## src/rtl/ledcfg_pkg.sv

```systemverilog
package ledcfg_pkg;
  localparam int unsigned CH_DEFAULT      = 16;
  localparam int unsigned GRAY_BITS_DEF   = 12;
  localparam int unsigned DOT_BITS_DEF    = 6;

  typedef enum logic {
    MODE_GRAY = 1'b0,
    MODE_DOT  = 1'b1
  } load_mode_e;

  // index of the chain bit presented on the serial output for a given mode
  function automatic int unsigned tap_index(input load_mode_e m,
                                            input int unsigned gray_len,
                                            input int unsigned dot_len);
    return (m == MODE_DOT) ? dot_len - 1 : gray_len - 1;
  endfunction

  // bit position of the thermal flag inside the status word
  function automatic int unsigned therm_pos(input int unsigned gray_len,
                                            input int unsigned ch);
    return gray_len - ch - 1;
  endfunction
endpackage

```

## src/rtl/ledcfg_shift_chain.sv

```systemverilog
module ledcfg_shift_chain
  import ledcfg_pkg::*;
#(
  parameter int unsigned GS_LEN = 192,
  parameter int unsigned DC_LEN = 96
) (
  input  logic              clk,
  input  logic              rst_n,
  input  logic              shift_en,
  input  logic              sdi,
  input  logic              load_en,
  input  logic [GS_LEN-1:0] load_word,
  input  logic              dot_mode,
  output logic [GS_LEN-1:0] chain_q,
  output logic              sdo
);
  localparam int unsigned IDXW = $clog2(GS_LEN);

  logic [IDXW-1:0] tap;

  always_ff @(posedge clk) begin
    if (!rst_n) begin
      chain_q <= '0;
    end else if (load_en) begin
      chain_q <= load_word;
    end else if (shift_en) begin
      chain_q <= {chain_q[GS_LEN-2:0], sdi};
    end
  end

  always_comb begin
    tap = IDXW'(tap_index(load_mode_e'(dot_mode), GS_LEN, DC_LEN));
    sdo = chain_q[tap];
  end
endmodule

```

## src/rtl/ledcfg_latch_bank.sv

```systemverilog
module ledcfg_latch_bank #(
  parameter int unsigned NUM_CH = 16,
  parameter int unsigned WORD   = 12,
  localparam int unsigned W     = NUM_CH * WORD
) (
  input  logic         clk,
  input  logic         rst_n,
  input  logic         follow,
  input  logic [W-1:0] src,
  output logic [W-1:0] q
);
  for (genvar ch = 0; ch < NUM_CH; ch++) begin : g_word
    always_ff @(posedge clk) begin
      if (!rst_n) begin
        q[ch*WORD +: WORD] <= '0;
      end else if (follow) begin
        q[ch*WORD +: WORD] <= src[ch*WORD +: WORD];
      end
    end
  end
endmodule

```

## src/rtl/ledcfg_status_pack.sv

```systemverilog
module ledcfg_status_pack
  import ledcfg_pkg::*;
#(
  parameter int unsigned NUM_CH = 16,
  parameter int unsigned GS_LEN = 192
) (
  input  logic [NUM_CH-1:0] flags,
  input  logic              therm,
  output logic [GS_LEN-1:0] word
);
  localparam int unsigned TPOS = GS_LEN - NUM_CH - 1;

  for (genvar i = 0; i < NUM_CH; i++) begin : g_flag
    assign word[GS_LEN-1-i] = flags[NUM_CH-1-i];
  end
  assign word[TPOS] = therm;
  assign word[TPOS-1:0] = '0;

  initial begin
    if (therm_pos(GS_LEN, NUM_CH) != TPOS) $error("status layout mismatch");
  end
endmodule

```

## src/rtl/ledcfg_update_seq.sv

```systemverilog
module ledcfg_update_seq (
  input  logic clk,
  input  logic rst_n,
  input  logic latch,
  input  logic dot_mode,
  input  logic shift_en,
  output logic gray_follow,
  output logic dot_follow,
  output logic reload_now,
  output logic commit_now,
  output logic capture_now,
  output logic arm_q,
  output logic wait_q
);
  logic latch_q;
  logic mode_q;
  logic fall_gray;

  always_comb begin
    capture_now = latch_q & ~latch;
    fall_gray   = capture_now & ~mode_q;
    dot_follow  = latch & dot_mode;
    gray_follow = latch & ~dot_mode & ~arm_q;
    reload_now  = fall_gray & ~arm_q;
    commit_now  = wait_q & shift_en;
  end

  always_ff @(posedge clk) begin
    if (!rst_n) begin
      latch_q <= 1'b0;
      mode_q  <= 1'b0;
      arm_q   <= 1'b0;
      wait_q  <= 1'b0;
    end else begin
      latch_q <= latch;
      mode_q  <= dot_mode;
      if (dot_follow) begin
        arm_q <= 1'b1;
      end else if (fall_gray && arm_q) begin
        arm_q <= 1'b0;
      end
      if (fall_gray && arm_q) begin
        wait_q <= 1'b1;
      end else if (commit_now) begin
        wait_q <= 1'b0;
      end
    end
  end
endmodule

```

## src/rtl/ledcfg_serial_reg.sv

```systemverilog
module ledcfg_serial_reg
  import ledcfg_pkg::*;
#(
  parameter int unsigned NUM_CH    = CH_DEFAULT,
  parameter int unsigned GRAY_BITS = GRAY_BITS_DEF,
  parameter int unsigned DOT_BITS  = DOT_BITS_DEF,
  localparam int unsigned GS_LEN   = NUM_CH * GRAY_BITS,
  localparam int unsigned DC_LEN   = NUM_CH * DOT_BITS
) (
  input  logic              clk,
  input  logic              rst_n,
  input  logic              sdi,
  input  logic              shift_en,
  input  logic              latch,
  input  logic              dot_mode,
  input  logic [NUM_CH-1:0] open_flags,
  input  logic              therm_flag,
  output logic              sdo,
  output logic [GS_LEN-1:0] gray_q,
  output logic [DC_LEN-1:0] dot_q
);
  logic              gray_follow_w;
  logic              dot_follow_w;
  logic              reload_w;
  logic              commit_w;
  logic              capture_w;
  logic              arm_w;
  logic              wait_w;
  logic [GS_LEN-1:0] chain_w;
  logic [GS_LEN-1:0] live_word;
  logic [GS_LEN-1:0] held_word;
  logic [GS_LEN-1:0] load_word;
  logic [NUM_CH-1:0] held_flags;
  logic              held_therm;

  ledcfg_update_seq u_seq (
    .clk        (clk),
    .rst_n      (rst_n),
    .latch      (latch),
    .dot_mode   (dot_mode),
    .shift_en   (shift_en),
    .gray_follow(gray_follow_w),
    .dot_follow (dot_follow_w),
    .reload_now (reload_w),
    .commit_now (commit_w),
    .capture_now(capture_w),
    .arm_q      (arm_w),
    .wait_q     (wait_w)
  );

  always_ff @(posedge clk) begin
    if (!rst_n) begin
      held_flags <= '0;
      held_therm <= 1'b0;
    end else if (capture_w) begin
      held_flags <= open_flags;
      held_therm <= therm_flag;
    end
  end

  ledcfg_status_pack #(.NUM_CH(NUM_CH), .GS_LEN(GS_LEN)) u_live_pack (
    .flags(open_flags),
    .therm(therm_flag),
    .word (live_word)
  );

  ledcfg_status_pack #(.NUM_CH(NUM_CH), .GS_LEN(GS_LEN)) u_held_pack (
    .flags(held_flags),
    .therm(held_therm),
    .word (held_word)
  );

  assign load_word = commit_w ? held_word : live_word;

  ledcfg_shift_chain #(.GS_LEN(GS_LEN), .DC_LEN(DC_LEN)) u_chain (
    .clk      (clk),
    .rst_n    (rst_n),
    .shift_en (shift_en),
    .sdi      (sdi),
    .load_en  (reload_w | commit_w),
    .load_word(load_word),
    .dot_mode (dot_mode),
    .chain_q  (chain_w),
    .sdo      (sdo)
  );

  ledcfg_latch_bank #(.NUM_CH(NUM_CH), .WORD(GRAY_BITS)) u_gray (
    .clk   (clk),
    .rst_n (rst_n),
    .follow(gray_follow_w | commit_w),
    .src   (chain_w),
    .q     (gray_q)
  );

  ledcfg_latch_bank #(.NUM_CH(NUM_CH), .WORD(DOT_BITS)) u_dot (
    .clk   (clk),
    .rst_n (rst_n),
    .follow(dot_follow_w),
    .src   (chain_w[DC_LEN-1:0]),
    .q     (dot_q)
  );
endmodule

```

## config.mk

```make
export PLATFORM = sky130hd
export DESIGN_NAME = ledcfg_serial_reg
export DESIGN_NICKNAME = d
export VERILOG_FILES = /design/src/rtl/ledcfg_pkg.sv /design/src/rtl/ledcfg_shift_chain.sv /design/src/rtl/ledcfg_latch_bank.sv /design/src/rtl/ledcfg_status_pack.sv /design/src/rtl/ledcfg_update_seq.sv /design/src/rtl/ledcfg_serial_reg.sv
export SDC_FILE = /design/constraint.sdc
export NUM_CORES = 1
export LEC_CHECK = 0
export BUFFER_PORTS_ARGS = -buffer_cell sky130_fd_sc_hd__buf_2
export CAP_MARGIN = 15
export CORE_ASPECT_RATIO = 1.5
export CORE_MARGIN = 3
export CORE_UTILIZATION = 55
export DETAILED_ROUTE_END_ITERATION = 6
export PLACE_DENSITY = 0.79
export SYNTH_ARGS = -nofsm -noshare
export SYNTH_HDL_FRONTEND = slang
export SYNTH_SLANG_ARGS = --single-unit
export TNS_END_PERCENT = 10
```

## constraint.sdc

```tcl
create_clock -name clk -period 3.6 [get_ports clk]
set_input_delay 0.36 -clock clk [delete_from_list [all_inputs] [get_ports clk]]
set_output_delay 0.36 -clock clk [all_outputs]
set_load 0.05 [all_outputs]
```

==> impl_metrics.tcl, run 1 <==
set metrics [dict create \
    cp_max_fo 91 \
    syn_to_final_growth_pct 15.2 \
    first_iter_violations 1660 \
    grt_max_degree 146 \
    worstSkewPairLatency_ns 0.55 \
    ant_nets 0 \
    hold_violations 0 \
    rsz0062_at_grt "no" \
    die_x_um 162 \
    initial_core_util 0.564 \
    finalWirelength_um 53300 \
    synth-main-ff-cell "dfxtp_1" \
    post_cts_buffers 0 \
    place_area_um2 21400 \
    cts_buffer_depth 3 \
    p_per_area_nw_per_um2 482 \
    cap_violations 0 \
    status "complete, no violations" \
    cts_hold_buf 0 \
    synth-seq-cells 501 \
    layout-drive-gt1-share 0.175 \
    clkTransAtPathRegs_ns 0.06 \
    cts_root_buffer "clkbuf_16" \
    worst_pin_slew_ns 1.19 \
    period_needed_ns 2.40 \
    finalWorstSetupSlack_ns 1.20 \
    avgSynthCellArea_um2 8.75 \
    start_kind "flop" \
    drc 0 \
    synthArstFlopShare 0 \
    portBuffers 311 \
    routabilityCongestion 0.801 \
    drtPass1Iterations 5 \
    path_class "flop to flop" \
    clock-sinks 501 \
    synth_top_area_frac 0.502 \
    period_share 0.666 \
    chipHeight_um 239 \
    slew_violations 0 \
    place_hpwl_um 31900 \
    ios 312 \
    grt_overflow 0 \
    setup-tns-final_ns 0 \
    fmax_mhz 417 \
    fin_util 0.650 \
    grt_pass1_vias 16400 \
    whs_path_depth 3 \
    arrival_ns 2.86 \
    design_area_um2 23000 \
    post-place-ws_ns 1.14 \
    leakage_nw 8.31 \
    hp-class "input pin to flop" \
    antenna_found_initial 2 \
    yosysWarnings 0 \
    rows 84 \
    core_area_um2 35400 \
    cts_tree "yes" \
    htree_levels 2 \
    yosys.cell_types.count 24 \
    vias_per_cell 5.96 \
    slew_headroom 0.204 \
    end_kind "flop" \
    setup_viol 0 \
    num_vias 17400 \
    numCtsBuffers 46 \
    avgRoutedWirePerCell_um 18.2 \
    netlist_area_um2 20000 \
    grt_pass1_wl_um 84400 \
    clock_skew_ns 0.0138 \
    grt_usage 0.261 \
    vdd_drop_max_uv 397 \
    r2r_cells 4 \
    die-area_um2 38700 \
    cts_resized 0 \
    power.total_mw 11.1 \
    yosys-top-cells-area "dfxtp_1, a21boi_0, nand3_1, o21ai_0, nand2_1" \
    syn_nets 2307 \
    final_nets 2439 \
    yosysTopAreaCell "dfxtp_1" \
    syn_inst 2284 \
    yosysSeqAreaShare 0.502 \
    critPathRequiredTime_ns 4.06 \
    synth-edff-count 0 \
]
## cell families after synthesis
kind of cell | Yosys count | synth area share
AO/OA/AOI/OAI | 709 | 0.245
flip-flops | 501 | 0.502
buffers and inverters | 257 | 0.0549
multiplexers | 1 | 0.000564
AND/OR/NAND/NOR | 816 | 0.197
## area by class of cell
type	count	area, um2
Timing Repair Buffer	340	1930
Fill cell	2975	12400
Inverter	1	8.76
Antenna cell	1	2.50
Clock buffer	73	1400
Multi-Input combinational cell	1526	8890
Clock inverter	12	171
Sequential cell	501	10000
Tap cell	473	592
## synthesized netlist by cell type, types with 3 or more instances
library cell  number
buf_4              9
a32o_1            17
buf_1             36
buf_6              7
dfxtp_1          501
nor2b_1            3
o31a_1            17
nor3b_2           10
and2_1             4
buf_2             36
o21ai_0          193
nor3b_1            9
a21boi_0         395
nand2_1          228
nand3_1          542
clkbuf_1         168
and3_1            17
a21boi_1          86
## layer usage
layer | track usage | vias up | share of wire
met5 | 0 | - | 0.00017
met4 | 0.0843 | 2 | 0.028
met3 | 0.0493 | 92 | 0.068
met2 | 0.454 | 610 | 0.50
met1 | 0.327 | 8435 | 0.41
li1 | - | 8310 | -
## registers in the layout, summed over array words and instances (netlist names)
| signal | flops |
|---|---|
| u_seq.arm_q | 1 |
| u_dot.q | 96 |
| held_flags | 16 |
| u_seq.mode_q | 1 |
| u_seq.latch_q | 1 |
| held_therm | 1 |
| u_seq.wait_q | 1 |
| u_gray.q | 192 |
| u_chain.chain_q | 192 |
## final timing paths
path / start / end / slack, ns
setup / recovery: u_seq.arm_q / u_chain.chain_q[110] / 1.20
hold / removal: open_flags[15] / held_flags[15] / 0.07
setup reg to reg: u_seq.arm_q / u_chain.chain_q[110] / 1.20
hold reg to reg: u_dot.q[62] / u_dot.q[62] / 0.46
## stage by stage
stage / hold slack (ns) / instances
after CTS: 0.0507 / 2925
after floorplan: 0.443 / 2284
after global placement: 0.449 / 2840
after global routing: 0.0623 / 2927
after detailed placement: 0.454 / 2840
final: 0.0740 / 2927
## critical path, cell delays in order (launching register included)
cell,delay (ns)
dfxtp_1,0.42
or4b_4,0.84
buf_4,0.65
nand3_1,0.14
a21boi_0,0.22
## report_power, final
group          internal (mW)  total [mW]  switching (mW)
Clock                   2.96        5.05            2.09
Combinational          0.131       0.481           0.350
Sequential              5.56        5.57          0.0127
## cell usage in the layout (no fill, tap or decap), types with 2 or more instances in the layout
cell,count
buf_2,310
clkbuf_16,49
buf_4,18
clkbuf_1,16
nand3_1,542
bufinv_16,4
nor3b_2,11
a21boi_0,395
nor3b_1,8
and3_1,17
o21ai_0,193
clkinvlp_4,2
nand2_1,226
clkinv_2,5
and2_4,2
o31a_1,17
buf_12,10
a32o_1,17
dfxtp_1,501
clkbuf_8,8
nand2_4,2
nor2b_1,2
and2_1,2
a21boi_1,86
(Power assumes the default switching activity.)
==> run 2, diff against run 1 <==
Settings changed: CORE_UTILIZATION 55 to 51, PLACE_DENSITY 0.79 to 0.77.
Clock period 3.6 ns to 2 ns, I/O delays scaled along.
==> run 2 against run 1 <==
  * Register-to-register slack lost 1.1 ns
  * Clock skew grew 0.0014 ns
  * Critical path depth is the same
  * Final area grew 2.2%
  * Non-clock buffer count grew 32
  * Sequential share of layout area shrank 0.93 points
  * Global-route usage shrank 1.1 points
  * Clock-buffer cell count shrank 3
  * Setup slack lost 1.1 ns
  * Clock power grew 79%
  * First-iteration DRC count shrank 25%
==> impl_metrics.tcl, run 2 (same netlist as run 1, synthesis figures left out) <==
set metrics [dict create \
    status "complete, no violations" \
    vias_per_cell 5.94 \
    fmax_mhz 519 \
    grt_overflow 0 \
    rsz0062_at_grt "no" \
    place_hpwl_um 33400 \
    numCtsBuffers 47 \
    clock_skew_ns 0.0152 \
    start_kind "flop" \
    drc 0 \
    worstSkewPairLatency_ns 0.55 \
    drtPass1Iterations 5 \
    die-area_um2 41600 \
    cts_tree "yes" \
    antenna_found_initial 2 \
    arrival_ns 2.35 \
    first_iter_violations 1237 \
    worst_pin_slew_ns 0.842 \
    cts_resized 0 \
    leakage_nw 8.53 \
    end_kind "flop" \
    layout-drive-gt1-share 0.180 \
    slew_violations 0 \
    ant_nets 0 \
    final_common_cell "nand3_1" \
    clock-sinks 501 \
    syn_to_final_growth_pct 17.7 \
    critPathRequiredTime_ns 2.42 \
    routabilityCongestion 0.800 \
    grt_max_degree 175 \
    diodes 0 \
    period_needed_ns 1.93 \
    cap_violations 0 \
    setup_viol 0 \
    hold_violations 0 \
    vdd_drop_max_uv 645 \
    timing.rr.start "u_seq.arm_q" \
    final_cell_mix "nand3_1, dfxtp_1, a21boi_0" \
    final_nets 2472 \
    initial_core_util 0.518 \
    portBuffers 311 \
    finalWirelength_um 54900 \
    clockPowerShare 0.451 \
    cp_max_fo 174 \
    crit_start "u_seq.arm_q" \
    grt_pass1_vias 16700 \
    power_switching_mw 4.44 \
    grt_usage 0.250 \
    chipHeight_um 248 \
    period_share 0.963 \
    cellInternalPower_mw 15.6 \
    path_class "flop to flop" \
    pwr-share-comb 0.048 \
    avgRoutedWirePerCell_um 18.4 \
    hp-class "input pin to flop" \
    p_per_area_nw_per_um2 851 \
    slew_headroom 0.438 \
    cts_root_buffer "clkbuf_16" \
    ios 312 \
    num_vias 17700 \
    p_seq_frac 0.501 \
    reg_top3 "u_chain.chain_q: 192 flops, u_gray.q: 192 flops, u_dot.q: 96 flops" \
    power.total_mw 20.0 \
    grt_pass1_wl_um 87300 \
    hold_start "dot_mode" \
    core_area_um2 38500 \
    cts_buffer_depth 3 \
    swShare 0.222 \
    setup-tns-final_ns 0 \
    clkTransAtPathRegs_ns 0.07 \
    htree_levels 2 \
    rows 88 \
    die_x_um 168 \
]
==> run 2: cell types whose count changed in the layout (fill, tap and decap cells not counted), sizes merged <==
| cell | change |
|---|---|
| dlygate4sd3 | +18 |
| buf | +14 |
| clkbuf | -3 |
| bufinv | -1 |
| clkinv | +1 |
| clkinvlp | -1 |
| diode | -1 |
==> run 2: worst paths after layout <==
path,to,slack [ns],cells after the start
max,u_chain.chain_q[108],0.07,4
min,u_seq.mode_q,0.02,2
max reg2reg,u_chain.chain_q[108],0.07,4
min reg2reg,u_dot.q[95],0.46,2
==> run 2: layout make-up <==
type                    count  area, um2
clock inverters            11        140
multi-input cells        1526       8890
clock buffers              70       1410
repair buffers            372       2420
inverters                   1       8.76
fillers                  3304      15000
well taps                 495        619
flip-flops and latches    501      10000
==> run 2: worst max-delay path: stages (launching register included) <==
cell and delay (ns):
dfxtp_1 0.35, or4b_4 0.61, buf_12 0.22, nand3_1 0.25, a21boi_0 0.11
==> run 2: per-layer routing <==
layer / vias to the layer above / wire length [um] / global-route usage
met5: - / 12 / 0
met4: 2 / 2260 / 0.110
met3: 121 / 3150 / 0.0386
met2: 625 / 27200 / 0.435
met1: 8574 / 22200 / 0.307
li1: 8359 / - / -
==> run 2: repair_timing <==
action                     4_1_cts  5_1_grt
hold buffers                    18        0
setup buffers                    0        0
setup endpoints to repair        0        0
hold endpoints to repair        18        0
==> run 2: power groups by stage <==
stage	Combinational (mW)	Clock, mW	Sequential [mW]
2_1_floorplan	0.634	0	10.3
3_3_place_gp	0.915	0	10.3
3_5_place_dp	0.927	0	10.3
4_1_cts	0.955	9.18	10.0
5_1_grt	1.03	9.55	10.0
6_report	0.962	9.02	10.0
==> run 2: per-stage QoR <==
step | hold slack (ns) | utilization | area (um2) | setup WS (ns) | std cells
global route | 0.00998 | 0.610 | 23500 | 0.0619 | 2976
global placement | 0.448 | 0.565 | 21800 | 0.230 | 2877
detailed placement | 0.453 | 0.565 | 21800 | 0.177 | 2877
CTS | 0.00266 | 0.610 | 23500 | 0.163 | 2976
floorplan | 0.322 | - | 20000 | 0.346 | 2284
finish | 0.0244 | 0.610 | 23500 | 0.0741 | 2976
==> run 3, diff against run 2 <==
Settings changed: CORE_UTILIZATION 51 to 54, PLACE_DENSITY 0.77 to 0.78, SYNTH_HIERARCHICAL set to 1.
==> run 3 against run 2 <==
  * Sequential share of layout area fell by 8.9 points
  * Non-clock buffer count up 17
  * Clock power up 5.1%
  * Fmax rose by 1.0%
  * Combinational power grew to 2.7 times the previous value
  * Synthesized cell count increased by 7.4%
==> impl_metrics.tcl, run 3 <==
set metrics [dict create \
    status "complete, no violations" \
    netlist_area_um2 27600 \
    hp-class "input pin to flop" \
    yosysSeqAreaShare 0.364 \
    top_usage_layer "met2" \
    grt_usage 0.196 \
    cts_tree "yes" \
    yosysMostFrequentCell "dfxtp_1" \
    cap_violations 0 \
    start_kind "input pin" \
    worst-path-buf-inv 4 \
    clkTransAtPathRegs_ns 0.06 \
    yosysTopAreaCell "dfxtp_1" \
    critPathMaxStageDelay_ns 0.54 \
    vdd_drop_max_uv 687 \
    reg_top3 "u_chain/chain_q: 192 flops, u_gray/q: 192 flops, u_dot/q: 96 flops" \
    grt_pass1_wl_um 87100 \
    synth_top_cells_by_count "dfxtp_1, buf_4, nor2b_1" \
    synth-main-ff-cell "dfxtp_1" \
    grt_util_met1 0.220 \
    ios 312 \
    diodes 0 \
    rows 100 \
    core_area_um2 50000 \
    grt_overflow 0 \
    grt_max_degree 131 \
    arrival_ns 2.39 \
    ant_nets 0 \
    rsz0062_at_grt "no" \
    period_share 0.953 \
    leakage_nw 14.8 \
    synth-edff-count 0 \
    setup_viol 0 \
    avgSynthCellArea_um2 11.2 \
    grtUsageMet2 0.371 \
    synth_top_area_frac 0.364 \
    synth-seq-cells 501 \
    cp_max_fo 24 \
    clock_skew_ns 0.0228 \
    worstSkewPairLatency_ns 0.59 \
    drtPass1Iterations 4 \
    final_common_cell "dfxtp_1" \
    syn_inst 2454 \
    final_cell_mix "dfxtp_1, conb_1, buf_2" \
    hold_violations 0 \
    post-place-ws_ns 0.0266 \
    finalWirelength_um 55000 \
    path_class "input pin to flop" \
    chipHeight_um 283 \
    period_needed_ns 1.91 \
    synthArstFlopShare 0 \
    setup-tns-final_ns 0 \
    die_x_um 191 \
    antenna_found_initial 0 \
    grt_pass1_vias 16900 \
    drc 0 \
    finalWorstSetupSlack_ns 0.0937 \
    yosys-top-cells-area "dfxtp_1, mux2i_1, buf_4, mux2_2, mux2_4" \
    critPathRequiredTime_ns 2.48 \
    portBuffers 311 \
    initial_core_util 0.551 \
    worst_path_max_delay_cell "dlygate4sd3_1" \
    worst_pin_slew_ns 1.20 \
    layout-drive-gt1-share 0.309 \
    first_iter_violations 581 \
    p_per_area_nw_per_um2 761 \
    slew_violations 0 \
    path_cells "dlygate4sd3_1 -> buf_2 -> or3b_4 -> nor2_4 -> or2_4 -> buf_4 -> buf_12 -> or2b_1 -> o211a_1" \
    whs_ns 0.110 \
    cts_root_buffer "clkbuf_16" \
    syn_to_final_growth_pct 7.84 \
    design_area_um2 29800 \
    vias_per_cell 4.87 \
    grt_use_met3 0.0352 \
    place_hpwl_um 37300 \
    path_delay_family "simple AND/OR/NAND/NOR gates" \
    slew_headroom 0.203 \
    final_nets 2709 \
    clock-sinks 501 \
    place_area_um2 27800 \
    yosysWarnings 6 \
    numCtsBuffers 49 \
    cts_buffer_depth 3 \
    htree_levels 2 \
    yosys.cell_types.count 26 \
    num_vias 16500 \
    avgRoutedWirePerCell_um 16.3 \
    end_kind "flop" \
    fin_util 0.594 \
    die-area_um2 53900 \
    fmax_mhz 525 \
    routabilityCongestion 0.795 \
]
==> run 3: final timing paths <==
check | slack, ns | startpoint | end | cells past startpoint
min | 0.11 | rst_n | u_chain/chain_q[69] | 2
min reg2reg | 0.49 | u_seq/wait_q | u_seq/wait_q | 2
max reg2reg | 0.11 | u_seq/latch_q | u_chain/chain_q[66] | 7
max | 0.09 | latch | u_chain/chain_q[66] | 9
==> run 3: final cells by class <==
cell class	instances	area, um2
fillers	4109	20300
multi-input cells	1745	14600
flip-flops and latches	501	10000
repair buffers	389	2640
clock buffers	69	1410
well taps	663	830
clock inverters	19	262
==> run 3: repair_timing <==
item,CTS,global route
endpoints found under the hold margin,21,0
resized for setup,0,3
endpoints found under the setup margin,0,14
buffers inserted,0,3
hold buffers,20,0
==> run 3: routing by layer <==
layer  share of wire  vias up
li1                -     8138
met1            0.40     7959
met2            0.52      303
met3           0.046       90
met4           0.029        0
met5               0        -
==> run 3: kinds of logic (layout without fill, tap and decap cells) <==
logic type,after synthesis,after routing,share of synthesized area
mux,690,690,0.289
simple gates,510,511,0.121
buf+inv,557,477,0.156
flops,501,501,0.364
compound gates,194,194,0.0702
other cells,2,350,0.000272
==> run 3: metrics by stage <==
| stage | instances | total power, mW |
|---|---|---|
| 3_5_place_dp | 3272 | 13.3 |
| 4_1_cts | 3380 | 22.8 |
| 3_3_place_gp | 3272 | 13.2 |
| 5_1_grt | 3386 | 23.5 |
| 6_report | 3386 | 22.6 |
| 2_1_floorplan | 2802 | 13.4 |
==> run 3: report_power, final <==
group	total (mW)	switching [mW]	internal, mW
Combinational	2.55	1.28	1.27
Sequential	10.6	0.297	10.3
Clock	9.48	4.00	5.48
Total	22.6	5.58	17.1
